## src/rtl/dcw_pkg.sv

```systemverilog
package dcw_pkg;
  localparam int DESC_WORDS = 6;
  localparam int LINK_WORDS = 3;
  localparam int LINKED_BIT = 24;

  typedef enum logic [3:0] {
    FAULT_NONE     = 4'd0,
    FAULT_HEADER   = 4'd1,
    FAULT_LINK_LEN = 4'd4,
    FAULT_LINK_CNT = 4'd5,
    FAULT_DESC_ADR = 4'd12,
    FAULT_LINK_ADR = 4'd13
  } fault_e;

  typedef enum logic [3:0] {
    W_IDLE, W_DESC_RD, W_DESC_CHK, W_HALF, W_SEG,
    W_LINK_RD, W_LINK_SEG, W_CHAIN_END, W_NEXT
  } walk_state_e;

  typedef enum logic [1:0] { RD_IDLE, RD_REQ, RD_WAIT } rd_state_e;
endpackage

```

## src/rtl/dcw_word_reader.sv

```systemverilog
module dcw_word_reader import dcw_pkg::*; #(
  parameter int WORD_W = 32
) (
  input  logic              clk,
  input  logic              rst_n,
  input  logic              go,
  input  logic [WORD_W-1:0] addr,
  output logic              idle,
  output logic              word_valid,
  output logic [WORD_W-1:0] word_data,
  output logic              mem_req_valid,
  input  logic              mem_req_ready,
  output logic [WORD_W-1:0] mem_req_addr,
  input  logic              mem_rsp_valid,
  output logic              mem_rsp_ready,
  input  logic [WORD_W-1:0] mem_rsp_data
);
  rd_state_e st;
  logic [WORD_W-1:0] addr_q;

  always_ff @(posedge clk or negedge rst_n) begin
    if (!rst_n) begin
      st     <= RD_IDLE;
      addr_q <= '0;
    end else begin
      case (st)
        RD_IDLE: if (go) begin addr_q <= addr; st <= RD_REQ; end
        RD_REQ:  if (mem_req_ready) st <= RD_WAIT;
        RD_WAIT: if (mem_rsp_valid) st <= RD_IDLE;
        default: st <= RD_IDLE;
      endcase
    end
  end

  assign idle          = (st == RD_IDLE);
  assign mem_req_valid = (st == RD_REQ);
  assign mem_req_addr  = addr_q;
  assign mem_rsp_ready = (st == RD_WAIT);
  assign word_valid    = (st == RD_WAIT) && mem_rsp_valid;
  assign word_data     = mem_rsp_data;

  assert_req_hold_R1: assert property (@(posedge clk) disable iff (!rst_n)
    mem_req_valid && !mem_req_ready |=> mem_req_valid && $stable(mem_req_addr));
  assert_single_read_R1: assert property (@(posedge clk) disable iff (!rst_n)
    !(mem_req_valid && mem_rsp_ready));
endmodule

```

## src/rtl/dcw_hdr_check.sv

```systemverilog
module dcw_hdr_check import dcw_pkg::*; #(
  parameter int WORD_W = 32
) (
  input  logic [WORD_W-1:0] hdr,
  output logic              parity_ok,
  output logic              linked
);
  assign parity_ok = ^hdr;
  assign linked    = hdr[LINKED_BIT];
endmodule

```

## src/rtl/dcw_link_tally.sv

```systemverilog
module dcw_link_tally #(
  parameter int WORD_W    = 32,
  parameter int MAX_LINKS = 20,
  parameter int CNT_W     = $clog2(MAX_LINKS + 1),
  parameter int SUM_W     = WORD_W + CNT_W
) (
  input  logic              clk,
  input  logic              rst_n,
  input  logic              clr,
  input  logic              add,
  input  logic [WORD_W-1:0] len,
  output logic [SUM_W-1:0]  sum,
  output logic [CNT_W-1:0]  count
);
  always_ff @(posedge clk or negedge rst_n) begin
    if (!rst_n) begin
      sum   <= '0;
      count <= '0;
    end else if (clr) begin
      sum   <= '0;
      count <= '0;
    end else if (add) begin
      sum   <= sum + SUM_W'(len);
      count <= count + 1'b1;
    end
  end

  assert_link_cap_R7: assert property (@(posedge clk) disable iff (!rst_n)
    count <= CNT_W'(MAX_LINKS));
endmodule

```

## src/rtl/desc_chain_walker.sv

```systemverilog
module desc_chain_walker import dcw_pkg::*; #(
  parameter int WORD_W    = 32,
  parameter int MAX_LINKS = 20
) (
  input  logic              clk,
  input  logic              rst_n,
  input  logic              start,
  input  logic [WORD_W-1:0] start_addr,
  output logic              busy,
  output logic              done,
  output logic              err,
  output logic [3:0]        err_code,
  output logic              mem_req_valid,
  input  logic              mem_req_ready,
  output logic [WORD_W-1:0] mem_req_addr,
  input  logic              mem_rsp_valid,
  output logic              mem_rsp_ready,
  input  logic [WORD_W-1:0] mem_rsp_data,
  output logic              seg_valid,
  input  logic              seg_ready,
  output logic [WORD_W-1:0] seg_len,
  output logic [WORD_W-1:0] seg_addr,
  output logic              seg_dir
);
  localparam int IDX_W = $clog2(DESC_WORDS);
  localparam int CNT_W = $clog2(MAX_LINKS + 1);
  localparam int SUM_W = WORD_W + CNT_W;

  walk_state_e st;
  logic [WORD_W-1:0] dw [DESC_WORDS];
  logic [WORD_W-1:0] desc_ptr, link_ptr, lk_len, lk_next;
  logic [IDX_W-1:0]  idx;
  logic              half;
  logic              done_q, err_q, seg_valid_q;
  logic [3:0]        code_q;
  logic [WORD_W-1:0] seg_len_q, seg_addr_q;

  logic              rd_go, rd_idle, rd_word_valid;
  logic [WORD_W-1:0] rd_addr, rd_data;
  logic              parity_ok, linked;
  logic              t_clr, t_add;
  logic [SUM_W-1:0]  t_sum;
  logic [CNT_W-1:0]  t_cnt;
  logic [WORD_W-1:0] cur_len, cur_ptr;

  assign cur_len = half ? dw[3] : dw[1];
  assign cur_ptr = half ? dw[4] : dw[2];

  always_comb begin
    rd_go   = rd_idle && (st == W_DESC_RD || st == W_LINK_RD);
    rd_addr = ((st == W_LINK_RD) ? link_ptr : desc_ptr) + WORD_W'({idx, 2'b00});
    t_clr   = (st == W_HALF);
    t_add   = (st == W_LINK_RD) && rd_word_valid && (idx == IDX_W'(LINK_WORDS - 1));
  end

  dcw_word_reader #(.WORD_W(WORD_W)) u_reader (
    .clk, .rst_n, .go(rd_go), .addr(rd_addr), .idle(rd_idle),
    .word_valid(rd_word_valid), .word_data(rd_data),
    .mem_req_valid, .mem_req_ready, .mem_req_addr,
    .mem_rsp_valid, .mem_rsp_ready, .mem_rsp_data
  );

  dcw_hdr_check #(.WORD_W(WORD_W)) u_hdr (
    .hdr(dw[0]), .parity_ok, .linked
  );

  dcw_link_tally #(.WORD_W(WORD_W), .MAX_LINKS(MAX_LINKS)) u_tally (
    .clk, .rst_n, .clr(t_clr), .add(t_add), .len(lk_len),
    .sum(t_sum), .count(t_cnt)
  );

  always_ff @(posedge clk or negedge rst_n) begin
    if (!rst_n) begin
      st          <= W_IDLE;
      for (int i = 0; i < DESC_WORDS; i++) dw[i] <= '0;
      desc_ptr    <= '0;
      link_ptr    <= '0;
      lk_len      <= '0;
      lk_next     <= '0;
      idx         <= '0;
      half        <= 1'b0;
      done_q      <= 1'b0;
      err_q       <= 1'b0;
      code_q      <= FAULT_NONE;
      seg_valid_q <= 1'b0;
      seg_len_q   <= '0;
      seg_addr_q  <= '0;
    end else begin
      done_q <= 1'b0;
      err_q  <= 1'b0;
      case (st)
        W_IDLE: if (start) begin
          code_q <= FAULT_NONE;
          if (start_addr == '0 || start_addr[1:0] != 2'b00) begin
            err_q <= 1'b1; code_q <= FAULT_DESC_ADR;
          end else begin
            desc_ptr <= start_addr; idx <= '0; st <= W_DESC_RD;
          end
        end
        W_DESC_RD: if (rd_word_valid) begin
          dw[idx] <= rd_data;
          if (idx == IDX_W'(DESC_WORDS - 1)) st <= W_DESC_CHK;
          else idx <= idx + 1'b1;
        end
        W_DESC_CHK: begin
          if (!parity_ok) begin
            err_q <= 1'b1; code_q <= FAULT_HEADER; st <= W_IDLE;
          end else begin
            half <= 1'b0; st <= W_HALF;
          end
        end
        W_HALF: begin
          if (cur_len == '0 && cur_ptr == '0) begin
            if (half) st <= W_NEXT;
            else half <= 1'b1;
          end else if (linked) begin
            if (cur_ptr == '0 || cur_ptr[1:0] != 2'b00) begin
              err_q <= 1'b1; code_q <= FAULT_LINK_ADR; st <= W_IDLE;
            end else begin
              link_ptr <= cur_ptr; idx <= '0; st <= W_LINK_RD;
            end
          end else begin
            seg_len_q <= cur_len; seg_addr_q <= cur_ptr;
            seg_valid_q <= 1'b1; st <= W_SEG;
          end
        end
        W_SEG: if (seg_ready) begin
          seg_valid_q <= 1'b0;
          if (half) st <= W_NEXT;
          else begin half <= 1'b1; st <= W_HALF; end
        end
        W_LINK_RD: if (rd_word_valid) begin
          case (idx)
            IDX_W'(0): begin lk_len <= rd_data; idx <= idx + 1'b1; end
            IDX_W'(1): begin seg_addr_q <= rd_data; idx <= idx + 1'b1; end
            default: begin
              lk_next <= rd_data; seg_len_q <= lk_len;
              seg_valid_q <= 1'b1; st <= W_LINK_SEG;
            end
          endcase
        end
        W_LINK_SEG: if (seg_ready) begin
          seg_valid_q <= 1'b0;
          if (lk_next == '0) st <= W_CHAIN_END;
          else if (t_cnt == CNT_W'(MAX_LINKS)) begin
            err_q <= 1'b1; code_q <= FAULT_LINK_CNT; st <= W_IDLE;
          end else if (lk_next[1:0] != 2'b00) begin
            err_q <= 1'b1; code_q <= FAULT_LINK_ADR; st <= W_IDLE;
          end else begin
            link_ptr <= lk_next; idx <= '0; st <= W_LINK_RD;
          end
        end
        W_CHAIN_END: begin
          if (t_sum != SUM_W'(cur_len)) begin
            err_q <= 1'b1; code_q <= FAULT_LINK_LEN; st <= W_IDLE;
          end else if (half) st <= W_NEXT;
          else begin half <= 1'b1; st <= W_HALF; end
        end
        W_NEXT: begin
          if (dw[5] == '0) begin
            done_q <= 1'b1; st <= W_IDLE;
          end else if (dw[5][1:0] != 2'b00) begin
            err_q <= 1'b1; code_q <= FAULT_DESC_ADR; st <= W_IDLE;
          end else begin
            desc_ptr <= dw[5]; idx <= '0; st <= W_DESC_RD;
          end
        end
        default: st <= W_IDLE;
      endcase
    end
  end

  assign busy      = (st != W_IDLE);
  assign done      = done_q;
  assign err       = err_q;
  assign err_code  = code_q;
  assign seg_valid = seg_valid_q;
  assign seg_len   = seg_len_q;
  assign seg_addr  = seg_addr_q;
  assign seg_dir   = half;

  assert_seg_hold_R11: assert property (@(posedge clk) disable iff (!rst_n)
    seg_valid && !seg_ready |=> seg_valid && $stable(seg_len) && $stable(seg_addr) && $stable(seg_dir));
  assert_single_outcome_R13: assert property (@(posedge clk) disable iff (!rst_n)
    (done || err) |-> !(done && err) && !busy);
  assert_idle_quiet_R12: assert property (@(posedge clk) disable iff (!rst_n)
    !busy |-> !seg_valid && !mem_req_valid && !mem_rsp_ready);
  assert_no_read_during_seg_R1: assert property (@(posedge clk) disable iff (!rst_n)
    seg_valid |-> !mem_req_valid);
endmodule

```

## config.mk

```make
export PLATFORM = sky130hd
export DESIGN_NAME = desc_chain_walker
export DESIGN_NICKNAME = d
export VERILOG_FILES = /design/src/rtl/dcw_pkg.sv /design/src/rtl/dcw_word_reader.sv /design/src/rtl/dcw_hdr_check.sv /design/src/rtl/dcw_link_tally.sv /design/src/rtl/desc_chain_walker.sv
export SDC_FILE = /design/constraint.sdc
export NUM_CORES = 1
export LEC_CHECK = 0
export ABC_AREA = 1
export BUFFER_PORTS_ARGS = -buffer_cell sky130_fd_sc_hd__buf_4
export CORE_MARGIN = 2
export CORE_UTILIZATION = 35
export DETAILED_ROUTE_END_ITERATION = 6
export GPL_TIMING_DRIVEN = 0
export PLACE_DENSITY = 0.58
export REMOVE_ABC_BUFFERS = 1
export SLEW_MARGIN = 20
export SYNTH_ARGS = -nofsm -noshare
export SYNTH_HDL_FRONTEND = slang
export SYNTH_SLANG_ARGS = --single-unit
```

## constraint.sdc

```tcl
create_clock -name clk -period 5.2 [get_ports clk]
set_input_delay 0.52 -clock clk [delete_from_list [all_inputs] [get_ports clk]]
set_output_delay 0.52 -clock clk [all_outputs]
set_load 0.005 [all_outputs]
```

==> Word level (Yosys, flattened, before mapping) <==
Index checks and enable logic that the tools add are counted.
{ "word_totals": {"register_bits": 475, "in_bits": 70, "out_inout_bits": 107, "elab_cells": 241} }
{ "op_classes": {"add_sub_neg": 4, "magnitude_cmp": 2, "n_eq_ne": 48, "muxes": 115, "bitwise": 2, "n_reduce_logical": 47} }
{ "ops": {"columns": ["op", "count"], "rows": [
  ["2-to-1 mux 32 bit", 23],
  ["case mux 32 bit (2 select lines)", 4],
  ["bitwise mux 192 bit", 1],
  ["zero test 32 bit", 5],
  ["2-to-1 mux 4 bit", 26],
  ["demux 32 bit (select 3 bit)", 1],
  ["2-to-1 mux 37 bit", 2],
  ["2-to-1 mux 3 bit", 19],
  ["!= test 2 bit (second input constant)", 25],
  ["adder 37 x 32 -> 37 bit", 1],
  ["!= test 37 x 32 -> 1 bit", 1],
  ["case mux 4 bit (9 select lines)", 1],
  ["adder 32 x 5 -> 32 bit", 1],
  ["XOR reduction 32 bit", 1],
  ["2-to-1 mux 1 bit", 26],
  ["case mux 4 bit (6 select lines)", 1],
  ["AND reduction 5 bit", 4],
  ["case mux 3 bit (6 select lines)", 1],
  ["equality test 4 x 3 -> 1 bit (second input constant)", 4],
  ["AND reduction 16 bit", 1],
  ["nonzero test 2 bit", 8],
  ["!= test 2 x 1 -> 1 bit (second input constant)", 6],
  ["AND reduction 12 bit", 1],
  ["nonzero test 6 bit", 2],
  ["other kinds (35)", 53]
]} }

==> Logic depth before layout (Yosys ltp) <==
Gate-level depths: netlist (run 1).
{ "logic_depth": {"depth_word": 7, "depth_mapped": 21} }

==> Modules after synthesis <==
Synthesis (run 1) repeated with hierarchy kept, for this count alone.
{ "unflattened": {"cells_unflattened": 3709, "area_unflattened_um2": 26553.0} }
{ "modules_own_cells": {"columns": ["mod", "n_inst", "cells_each", "area_each_um2"], "rows": [
  ["desc_chain_walker", 1, 2650, 20064.2],
  ["dcw_link_tally", 1, 659, 4025.1],
  ["dcw_word_reader", 1, 184, 1630.3],
  ["dcw_hdr_check", 1, 216, 833.3]
]} }

==> Least setup slack after synthesis (run 1) <==
Ideal clock, no wire load.
{ "synth_path": {"path_kind": "register -> register", "from": "reg st[2]", "to": "reg u_reader.addr_q[20], in the netlist u_reader.mem_req_addr[20]", "setup_ns": 0.118, "arrival_ns": 3.100, "required_ns": 5.082, "path_slack_ns": 1.982, "path_stages_with_launch": 21, "path_buffers": 4, "period_less_slack_ns": 3.218, "path_cell_list": "dfrtp_1 -> inv_2 -> nor2_4 -> nand2_2 -> buf_4 -> buf_2 -> clkbuf_1 -> clkbuf_1 -> nand2_1 -> nand2_1 -> ha_1 -> inv_1 -> fa_1 -> nor2_1 -> o21ai_1 -> nor2_2 -> nand4_2 -> nor2_2 -> nand3_1 -> nand3_1 -> nand2_1"} }
{ "synth_via": {"elab_chain_cells": 4, "elab_cells_between_ends": 7, "classes_between": "add/sub: 1; eq/ne: 2; mux: 1; reduce/logical: 3"} }
{ "synth_lines": {"columns": ["element", "line_no", "rtl"], "rows": [
  ["from (decl)", "desc_chain_walker.sv:29", "walk_state_e st;"],
  ["from (signal assigned)", "desc_chain_walker.sv:74", "st <= W_IDLE;"],
  ["from (signal assigned)", "desc_chain_walker.sv:97", "desc_ptr <= start_addr; idx <= '0; st <= W_DESC_RD;"],
  ["from (signal assigned)", "desc_chain_walker.sv:102", "if (idx == IDX_W'(DESC_WORDS - 1)) st <= W_DESC_CHK;"],
  ["branches (longest 4 deep; another with adder 32 x 5 -> 32 bit)", null, null],
  ["to (signal assigned)", "dcw_word_reader.sv:24", "addr_q <= '0;"],
  ["to (signal assigned)", "dcw_word_reader.sv:27", "RD_IDLE: if (go) begin addr_q <= addr; st <= RD_REQ; end"],
  ["to (decl)", "dcw_word_reader.sv:19", "logic [WORD_W-1:0] addr_q;"]
]} }
Several ways; the timed one is not identified.
A chain may end at the register's enable or synchronous reset.

==> Final worst setup path (run 1) <==
{ "layout_path": {"from": "reg st[0]", "to": "reg u_reader.addr_q[20], in the netlist u_reader.mem_req_addr[20]"} }
The elaborated chain is that of the path after synthesis.

==> impl_metrics.tcl, run 1 <==
set metrics [dict create \
    clkTransAtPathRegs_ps 60 \
    slew-limit-headroom 0.285 \
    cts_buffer_depth 3 \
    crit_start "st[0]" \
    cp_max_fo 77 \
    die_area_sq_mm 0.0744 \
    cts_root_buf "clkbuf_16" \
    skew_ps 36.6 \
    path_class "reg -> reg" \
    cts_tree "built" \
    rsz0062_at_grt "false" \
    synth_largest_area_cell "dfrtp_1" \
    startpoint_type "flip-flop" \
    r2r-start "st[0]" \
    cts-buffers-inserted 52 \
    wl_per_cell_um 17.4 \
    drtPass1Iterations 5 \
    syn_area_sq_mm 0.0253 \
    chipHeight_um 273 \
    setup_viol 0 \
    start_util 0.354 \
    io_buffers 175 \
    vias_per_cell 4.98 \
    synth_top_area_frac 0.469 \
    max_slew.worst_pin.slew_ps 1070 \
    synth_edf_count 0 \
    worstReg2RegEnd "u_reader.mem_req_addr[20]" \
    grt_pass1_wl_um 124000 \
    antenna_found_initial 0 \
    vdd_ir_drop_max_mv 0.205 \
    maxCapViolCount 0 \
    yosys_warnings 0 \
    final_cell_area_sq_mm 0.0296 \
    endpoint "u_reader.mem_req_addr[20]" \
    ant_nets 0 \
    drc 0 \
    h-tree-depth 2 \
    cp.arrival_ps 4740 \
    cts_setup_buffers 0 \
    fin_ws_ps 974 \
    async_flop_share 1.00 \
    ys_ff_latch 474 \
    reg2reg_setup_slack_ps 970 \
    die-width_um 273 \
    ys_seq_area_frac 0.469 \
    ios 177 \
    clock_latency_ps 630 \
    cp-end-kind "flip-flop" \
    status "complete, no violations" \
    hold_viol_final 0 \
    grt_max_degree 93 \
    setup-tns-final_ps 0 \
    n_fill_cell 7451 \
    drt_iter0_markers 1756 \
    min_path_type "in -> reg" \
    drive_gt1_frac 0.0896 \
    final_util 0.415 \
    fin_nets 3721 \
    finalCritPeriodShare 0.813 \
    coreArea_sq_mm 0.0715 \
    synth_top_flop_cell "dfrtp_1" \
    cp.required_ps 5720 \
    synthCells 3496 \
    synthToLayoutAreaGrowth_pct 17.2 \
    max_clock_freq_ghz 0.237 \
    grt_remaining_overflow 0 \
    synthTopCellsByArea "dfrtp_1 47%, nand2_1 19%, o21ai_0 11%" \
    avgSynthCellArea_sq_um 7.23 \
    pre_cts_ws_ps 850 \
    grt_util_all_layers 0.214 \
    drv_slew 0 \
    r2r_cells 17 \
    num_vias 22900 \
    gp_congestion 0.916 \
    dpl_cell_area_sq_mm 0.0278 \
    grt_pass1_vias 21500 \
    route.final.wire_length_um 79900 \
    hpwl_um 57900 \
    num_rows 98 \
    cts.sinks 474 \
    period_needed_ps 4230 \
    ys_types 44 \
    power_mw 14.8 \
    power_density_mw_per_mm2 499 \
    leakagePower_nw 14.8 \
]
## cells in the mapped netlist, types with 11 or more instances
cell	n
o22ai_1	11
a21oi_1	80
nand4_1	38
clkbuf_1	91
inv_1	301
xnor2_1	17
nand3_1	133
nand2_1	1270
buf_4	15
o21ai_1	57
xor2_1	15
nor3_1	17
dfrtp_1	474
o21ai_0	548
buf_2	26
nor2_1	274
ha_1	41
a31oi_1	15
## worst max-delay path: stages, from the launching register on
cell     delay (ps)
dfrtp_1         410
inv_1            80
nor2_1          320
nand2_8         350
inv_4           730
nand2_1         130
nand2_1         110
ha_1            170
inv_1            60
fa_1            410
nor2_1          220
o21ai_1         160
nor2_2          180
nand4_2         150
nor2_2          260
nand3_1         120
nand3_1         130
nand2_1          50
## flip-flops by register name, indices dropped and copies added, names as in the netlist, 4 cells and up
signal / count
u_tally.count: 5
lk_len: 32
link_ptr: 32
desc_ptr: 32
u_tally.sum: 37
lk_next: 32
seg_len: 32
u_reader.mem_req_addr: 32
seg_addr: 32
st: 4
dw: 192
## worst min-delay path by stage
| stage | slack (ps) | to | start | depth (start not counted) |
|---|---|---|---|---|
| 2_1_floorplan | 220 | desc_ptr[0] | rst_n | 0 |
| 3_3_place_gp | 440 | desc_ptr[1] | desc_ptr[1] | 2 |
| 3_5_place_dp | 450 | desc_ptr[1] | desc_ptr[1] | 2 |
| 4_1_cts | 40 | u_reader.st[0] | mem_req_ready | 2 |
| 5_1_grt | 50 | u_reader.st[0] | mem_req_ready | 2 |
| 6_report | 70 | u_reader.st[0] | mem_req_ready | 2 |
## repair_timing
action / CTS / global route
hold buffers: 1 / 0
hold endpoints to repair: 63 / 0
resized for setup: 0 / 0
## cells by family (layout without fill, tap and decap cells)
logic type | count (synthesis) | count (layout) | synth area share
AND/OR/NAND/NOR | 1763 | 1763 | 0.278
AO/OA/AOI/OAI | 731 | 731 | 0.148
flip-flops | 474 | 474 | 0.469
buffers and inverters | 452 | 605 | 0.0717
adder cells (fa/ha/maj) | 43 | 43 | 0.0219
XOR/XNOR | 32 | 32 | 0.0111
other | 1 | 2 | 0.000148
## metal layers
metal,up-vias,global-route usage,wire [um],share of wire
met5,-,0,0,0
met4,0,0.0612,2140,0.027
li1,11400,-,-,-
met2,515,0.346,36400,0.46
met1,10800,0.294,37000,0.46
met3,109,0.0364,4310,0.054
## stage by stage
step | hold WS, ps | cells
after global placement | 444 | 4479
after global routing | 53.1 | 4599
final | 69.2 | 4600
after floorplan | 224 | 3354
after CTS | 41.2 | 4599
after detailed placement | 447 | 4503
## power by group
part	internal, mW	switching (mW)	total (mW)	leakage (nW)
Sequential	4.54	0.600	5.14	6.42
Clock	2.37	1.60	3.97	0.886
Combinational	2.00	3.69	5.69	7.49
## cell type report
type / count / area (sq um) / area share
Clock inverter: 19 / 312 / 0.0105
Multi-Input combinational cell: 2570 / 11800 / 0.397
Tap cell: 950 / 1190 / 0.0401
Antenna cell: 1 / 2.50 / 0.0000844
Sequential cell: 474 / 11900 / 0.400
Timing Repair Buffer: 200 / 1830 / 0.0618
Inverter: 310 / 1170 / 0.0395
Clock buffer: 76 / 1510 / 0.0510
## placed cells by master (no fill, tap or decap), drive strengths merged
cell         instances
a31oi               15
nor3b                1
a21o                 4
buf                199
xnor2               17
nor4b                1
a21oi               80
nand2             1272
ha                  41
or2                  2
nand3b               1
and2                 4
clkbuf              76
fa                   2
bufinv               7
and3                 2
dfrtp              474
diode                1
o21bai               4
clkinv               8
inv                311
xor2                15
o22ai               11
o21a                 4
conb                 1
nor3                20
nand4               41
dlygate4sd3          1
o31ai                4
o21ai              607
nor2               284
nand3              135
clkinvlp             3
a21boi               2
No activity file was read; power rests on OpenSTA's default activity.
==> run 2: changes to the inputs <==
- clock period: 5.2 -> 4.11 ns (I/O delays scaled with it)
==> run 2 against run 1 <==
Wire length about the same. Critical path type unchanged. Global-route usage about the same. Sequential cell count unchanged. Clock skew up 1.4 ps. Worst setup slack worse by 730 ps. Largest cell class unchanged. Critical endpoint is now u_reader.mem_req_addr[10]. Sequential share of layout area down 0.054 points.
==> impl_metrics.tcl, run 2 (synthesis results as in run 1) <==
set metrics [dict create \
    status "complete, no violations" \
    ios 177 \
    die_area_sq_mm 0.0744 \
    grt_pass1_wl_um 124000 \
    cts-buffers-inserted 52 \
    vdd_ir_drop_max_mv 0.317 \
    vias_per_cell 4.97 \
    cts.sinks 474 \
    cp.required_ps 4590 \
    ant_nets 0 \
    cts_tree "built" \
    rsz0062_at_grt "true" \
    fin_nets 3723 \
    grt_max_degree 93 \
    cpMaxStageDelayCell "dfrtp_1" \
    largest_reg_flops 192 \
    period_needed_ps 3870 \
    holdWs_ps 140 \
    place_inst 4503 \
    final_cell_mix "1267 x nand2_1, 548 x o21ai_0, 473 x dfrtp_1" \
    slew-limit-headroom 0.356 \
    grt_util_met3 0.0364 \
    drc 0 \
    crit_top_cell "nor2_1" \
    ff_latch_area_sq_mm 0.0119 \
    num_rows 98 \
    cp.arrival_ps 4350 \
    power_mw 18.7 \
    final_common_cell "nand2_1" \
    grt_remaining_overflow 0 \
    grt-busiest-layer "met2" \
    route.final.wire_length_um 79900 \
    met1_usage 0.295 \
    min_path_type "in -> reg" \
    power_density_mw_per_mm2 631 \
    die-width_um 273 \
    synthToLayoutAreaGrowth_pct 17.3 \
    regMostFlops "dw" \
    groute.layer.met2.usage 0.346 \
    drtPass1Iterations 5 \
    startpoint_type "flip-flop" \
    io_buffers 175 \
    num_vias 22900 \
    coreArea_sq_mm 0.0715 \
    start_util 0.354 \
    top_regs "dw (192), u_tally.sum (37)" \
    wl_per_cell_um 17.4 \
    path_class "reg -> reg" \
    skew_ps 38.0 \
    critPathMaxStageDelay_ps 420 \
    path_cells "inv_1 > nor2_1 > nand2_8 > clkinv_8 > nand2_1 > nand2_1 > ha_1 > inv_1 > fa_1 > nor2_1 > nor2_1 > nor2_1 > nand2_1 > nor2_2 > xor2_1 > o21ai_1" \
    hold_viol_final 0 \
    maxCapViolCount 0 \
    multiInputGateArea_sq_mm 0.0118 \
    finalCritPeriodShare 0.941 \
    chipHeight_um 273 \
    antenna_found_initial 0 \
    setup_viol 0 \
    cts_buffer_depth 3 \
    clkTransAtPathRegs_ps 60 \
    cp_max_fo 77 \
    grt_util_all_layers 0.214 \
    final_cells 4603 \
    leakagePower_nw 14.8 \
    n_fill_cell 7443 \
    drt_iter0_markers 1826 \
    grt_pass1_vias 21500 \
    setup-tns-final_ps 0 \
    hpwl_um 57900 \
    h-tree-depth 2 \
    clock_latency_ps 630 \
    gp_congestion 0.916 \
    cp-end-kind "flip-flop" \
    cts_root_buf "clkbuf_16" \
    drive_gt1_frac 0.0898 \
    max_clock_freq_ghz 0.259 \
    max_slew.worst_pin.slew_ps 960 \
    drv_slew 0 \
]
run 2: cell count changes in the layout (fill, tap and decap cells not counted):
cell | previous run | this run
inv_4 | 2 | 1
nand2_4 | 0 | 1
nand2_1 | 1268 | 1267
diode_2 | 1 | 2
dlygate4sd3_1 | 1 | 3
clkinv_8 | 1 | 2
run 2: final cells by class:
type                       count  share of cell area
sequential                   474               0.400
multi-input combinational   2570               0.396
timing repair buffer         202              0.0624
clock buffer                  76              0.0509
tap                          950              0.0401
inverter                     310              0.0398
clock inverter                19              0.0105
antenna                        2            0.000169
run 2: worst max-delay path, delay by kind of cell, from the launching register on:
kind | cells | cell delay [ps]
simple gates | 9 | 1800
fa+ha+maj | 2 | 580
buf+inv | 3 | 530
flops | 1 | 420
xor+xnor | 1 | 230
compound gates | 1 | 80
run 2: layer usage:
| layer | up-vias | part of all wire |
|---|---|---|
| li1 | 11400 | - |
| met1 | 10800 | 0.46 |
| met2 | 540 | 0.46 |
| met3 | 110 | 0.057 |
| met4 | 0 | 0.027 |
| met5 | - | 0 |
run 2: worst paths after layout:
kind | start | endpoint | slack (ps) | depth (start not counted)
worst max-delay path | st[0] | u_reader.mem_req_addr[10] | 240 | 16
worst min-delay path | mem_rsp_data[19] | seg_addr[19] | 140 | 3
worst max register to register | st[0] | u_reader.mem_req_addr[10] | 240 | 16
worst min register to register | desc_ptr[1] | desc_ptr[1] | 460 | 2
max in group asynchronous | rst_n | dw[13] | 2150 | 5
min in group asynchronous | rst_n | seg_len[24] | 350 | 2
run 2: metrics by stage:
stage / util / instance area [sq um] / setup slack, ps
floorplan: - / 24600 / -62.5
global placement: 0.380 / 27100 / -4120
detailed placement: 0.389 / 27800 / -240
CTS: 0.415 / 29700 / 99.4
global route: 0.415 / 29700 / -24.8
finish: 0.415 / 29700 / 244
run 2: timing repair:
| action | CTS | global route |
|---|---|---|
| setup buffers | 0 | 0 |
| hold buffers | 3 | 0 |
| setup endpoints to repair | 29 | 32 |
| gates resized for setup | 2 | 4 |
| hold endpoints to repair | 65 | 0 |
run 2: power by group:
group	leakage, nW	internal [mW]	total [mW]	switching [mW]
logic	7.50	2.53	7.21	4.67
registers	6.42	5.74	6.50	0.760
clock network	0.886	3.00	5.02	2.02
total	14.8	11.3	18.7	7.45
==> run 3: changes to the inputs <==
- ABC_AREA: 1 -> 0
- CTS_CLUSTER_DIAMETER: not set -> 80
- clock period: 4.11 -> 4 ns (I/O delays scaled with it)
==> run 3 against run 2 <==
Non-clock buffer count up 30. Global-route usage down 1.8 points. Combinational power down 15%. Count of clock-buffer cells in the layout down 7. Utilization up 0.94 points.
==> impl_metrics.tcl, run 3 <==
set metrics [dict create \
    n_fill_cell 6393 \
    regMostFlops "dw" \
    die_area_sq_mm 0.0698 \
    rsz0062_at_grt "false" \
    vdd_ir_drop_max_mv 0.401 \
    setup_viol 0 \
    cts_root_buf "clkbuf_16" \
    chipHeight_um 264 \
    status "complete, no violations" \
    synthTopCellsByCount "474 x dfrtp_1, 257 x mux2_2, 218 x nand2_1, 218 x o21ai_0, 148 x nor2_1" \
    hold_viol_final 0 \
    ys_ff_latch 474 \
    ys_seq_area_frac 0.500 \
    io_buffers 175 \
    period_needed_ps 3790 \
    coreArea_sq_mm 0.0672 \
    holdWs_ps 98.6 \
    gp_congestion 0.874 \
    h-tree-depth 2 \
    power_density_mw_per_mm2 629 \
    top_regs "dw (192), u_tally.sum (37)" \
    drc 0 \
    cp-end-kind "flip-flop" \
    maxCapViolCount 0 \
    drtPass1Iterations 7 \
    ys_types 78 \
    die-width_um 264 \
    grt_max_degree 98 \
    synth_edf_count 0 \
    num_vias 17500 \
    synthToLayoutAreaGrowth_pct 20.2 \
    ant_nets 0 \
    wl_per_cell_um 20.8 \
    skew_ps 33.9 \
    cp.required_ps 4490 \
    start_util 0.353 \
    finalCritPeriodShare 0.947 \
    hpwl_um 50100 \
    leakagePower_nw 13.8 \
    max_clock_freq_ghz 0.264 \
    final_cell_mix "469 x dfrtp_1, 257 x mux2_2, 218 x o21ai_0" \
    power_mw 17.9 \
    async_flop_share 1.00 \
    clkTransAtPathRegs_ps 60 \
    clock_latency_ps 620 \
    ios 177 \
    synthTopCellsByArea "dfrtp_1 50%, mux2_2 12%, mux2i_1 5.2%" \
    cts.sinks 474 \
    pre_cts_ws_ps -687 \
    grt_pass1_wl_um 106000 \
    grt_remaining_overflow 0 \
    fin_ws_ps 212 \
    drive_gt1_frac 0.258 \
    min_path_type "in -> reg" \
    max_slew.worst_pin.slew_ps 1010 \
    avgSynthCellArea_sq_um 10.6 \
    syn_area_sq_mm 0.0237 \
    cts_buffer_depth 3 \
    synth_largest_area_cell "dfrtp_1" \
    cp.arrival_ps 4270 \
    drv_slew 0 \
    drt_iter0_markers 1291 \
    path_class "reg -> reg" \
    final_cells 3316 \
    route.final.wire_length_um 69100 \
    cts-buffers-inserted 53 \
    vias_per_cell 5.29 \
    grt_pass1_vias 17600 \
    final_common_cell "dfrtp_1" \
    antenna_found_initial 4 \
    startpoint_type "flip-flop" \
    cts_tree "built" \
    synthCells 2234 \
    synth.most_common_cell "dfrtp_1" \
    fin_nets 2513 \
    synth_top_flop_cell "dfrtp_1" \
    num_rows 95 \
    yosys_warnings 0 \
    cp_max_fo 37 \
    largest_reg_flops 192 \
    grt_util_all_layers 0.196 \
    slew-limit-headroom 0.318 \
    place_inst 3200 \
    synth_top_area_frac 0.500 \
]
run 3: changes by cell type after synthesis, sizes merged, moves of 14 or more:
cell    delta
nor4      +52
o21ai    -383
xor2      +49
mux2     +259
nand2   -1054
a21oi     +52
nand2b    +14
nand3     -61
mux2i    +124
xnor2     +40
inv      -287
nor2     -136
run 3: layer usage:
metal | routed length, um | GRT usage
met1 | 31300 | 0.268
met4 | 2000 | 0.0602
met3 | 2860 | 0.0259
met5 | 0 | 0
met2 | 32900 | 0.324
run 3: cell families after synthesis:
logic type	Yosys count	share of synthesized area
fa+ha+maj	43	0.0233
other cells	1	0.000158
flops	474	0.500
simple gates	618	0.123
compound gates	451	0.107
xor+xnor	121	0.0447
buf+inv	143	0.0256
mux	383	0.176
run 3: power by group:
| part | leakage, nW | switching [mW] | internal, mW |
|---|---|---|---|
| Sequential | 6.42 | 0.713 | 5.73 |
| Clock | 0.942 | 2.08 | 3.29 |
| Combinational | 6.47 | 3.42 | 2.70 |
| Total | 13.8 | 6.21 | 11.7 |
run 3: what timing repair did:
| item | 4_1_cts | 5_1_grt |
|---|---|---|
| resized for setup | 7 | 4 |
| endpoints found under the setup margin | 19 | 8 |
| pin swaps | 3 | 2 |
| endpoints found under the hold margin | 39 | 0 |
| cloned | 1 | 0 |
| hold buffers | 2 | 0 |
| setup buffers | 9 | 6 |
run 3: through the flow:
step                       util  setup TNS, ps  area [sq um]
after global routing      0.424              0         28500
final                     0.425              0         28500
after global placement    0.381       -2432110         25600
after floorplan               -        -373510         23200
after detailed placement  0.392          -6130         26400
after CTS                 0.423              0         28400
run 3: worst paths after layout:
kind                                               start                   endpoint  slack [ps]  depth (start not counted)
worst max-delay path                             seg_dir                err_code[2]         210                         10
worst min-delay path                      start_addr[27]               desc_ptr[27]         100                          3
worst max register to register                   seg_dir                err_code[2]         210                         10
worst min register to register  u_reader.mem_req_addr[0]   u_reader.mem_req_addr[0]         480                          2
max in group asynchronous                          rst_n                      st[0]        2070                          5
min in group asynchronous                          rst_n  u_reader.mem_req_addr[25]         260                          2
run 3: critical path: stages, from the launching register on:
cell,delay (ps)
dfrtp_4,610
buf_16,300
mux2i_1,350
xor2_1,470
nand4_1,240
nor4_2,240
nand3_1,200
nor4_4,500
nand3_2,140
o211ai_2,250
mux2_1,350
run 3: area by class of cell:
type / count / area [sq um] / area share
flip-flops and latches: 474 / 11900 / 0.417
diodes: 1 / 2.50 / 0.0000878
clock inverters: 28 / 443 / 0.0155
inverters: 21 / 78.8 / 0.00276
clock buffers: 69 / 1500 / 0.0525
repair buffers: 232 / 2150 / 0.0756
multi-input cells: 1618 / 11400 / 0.399
well taps: 873 / 1090 / 0.0383
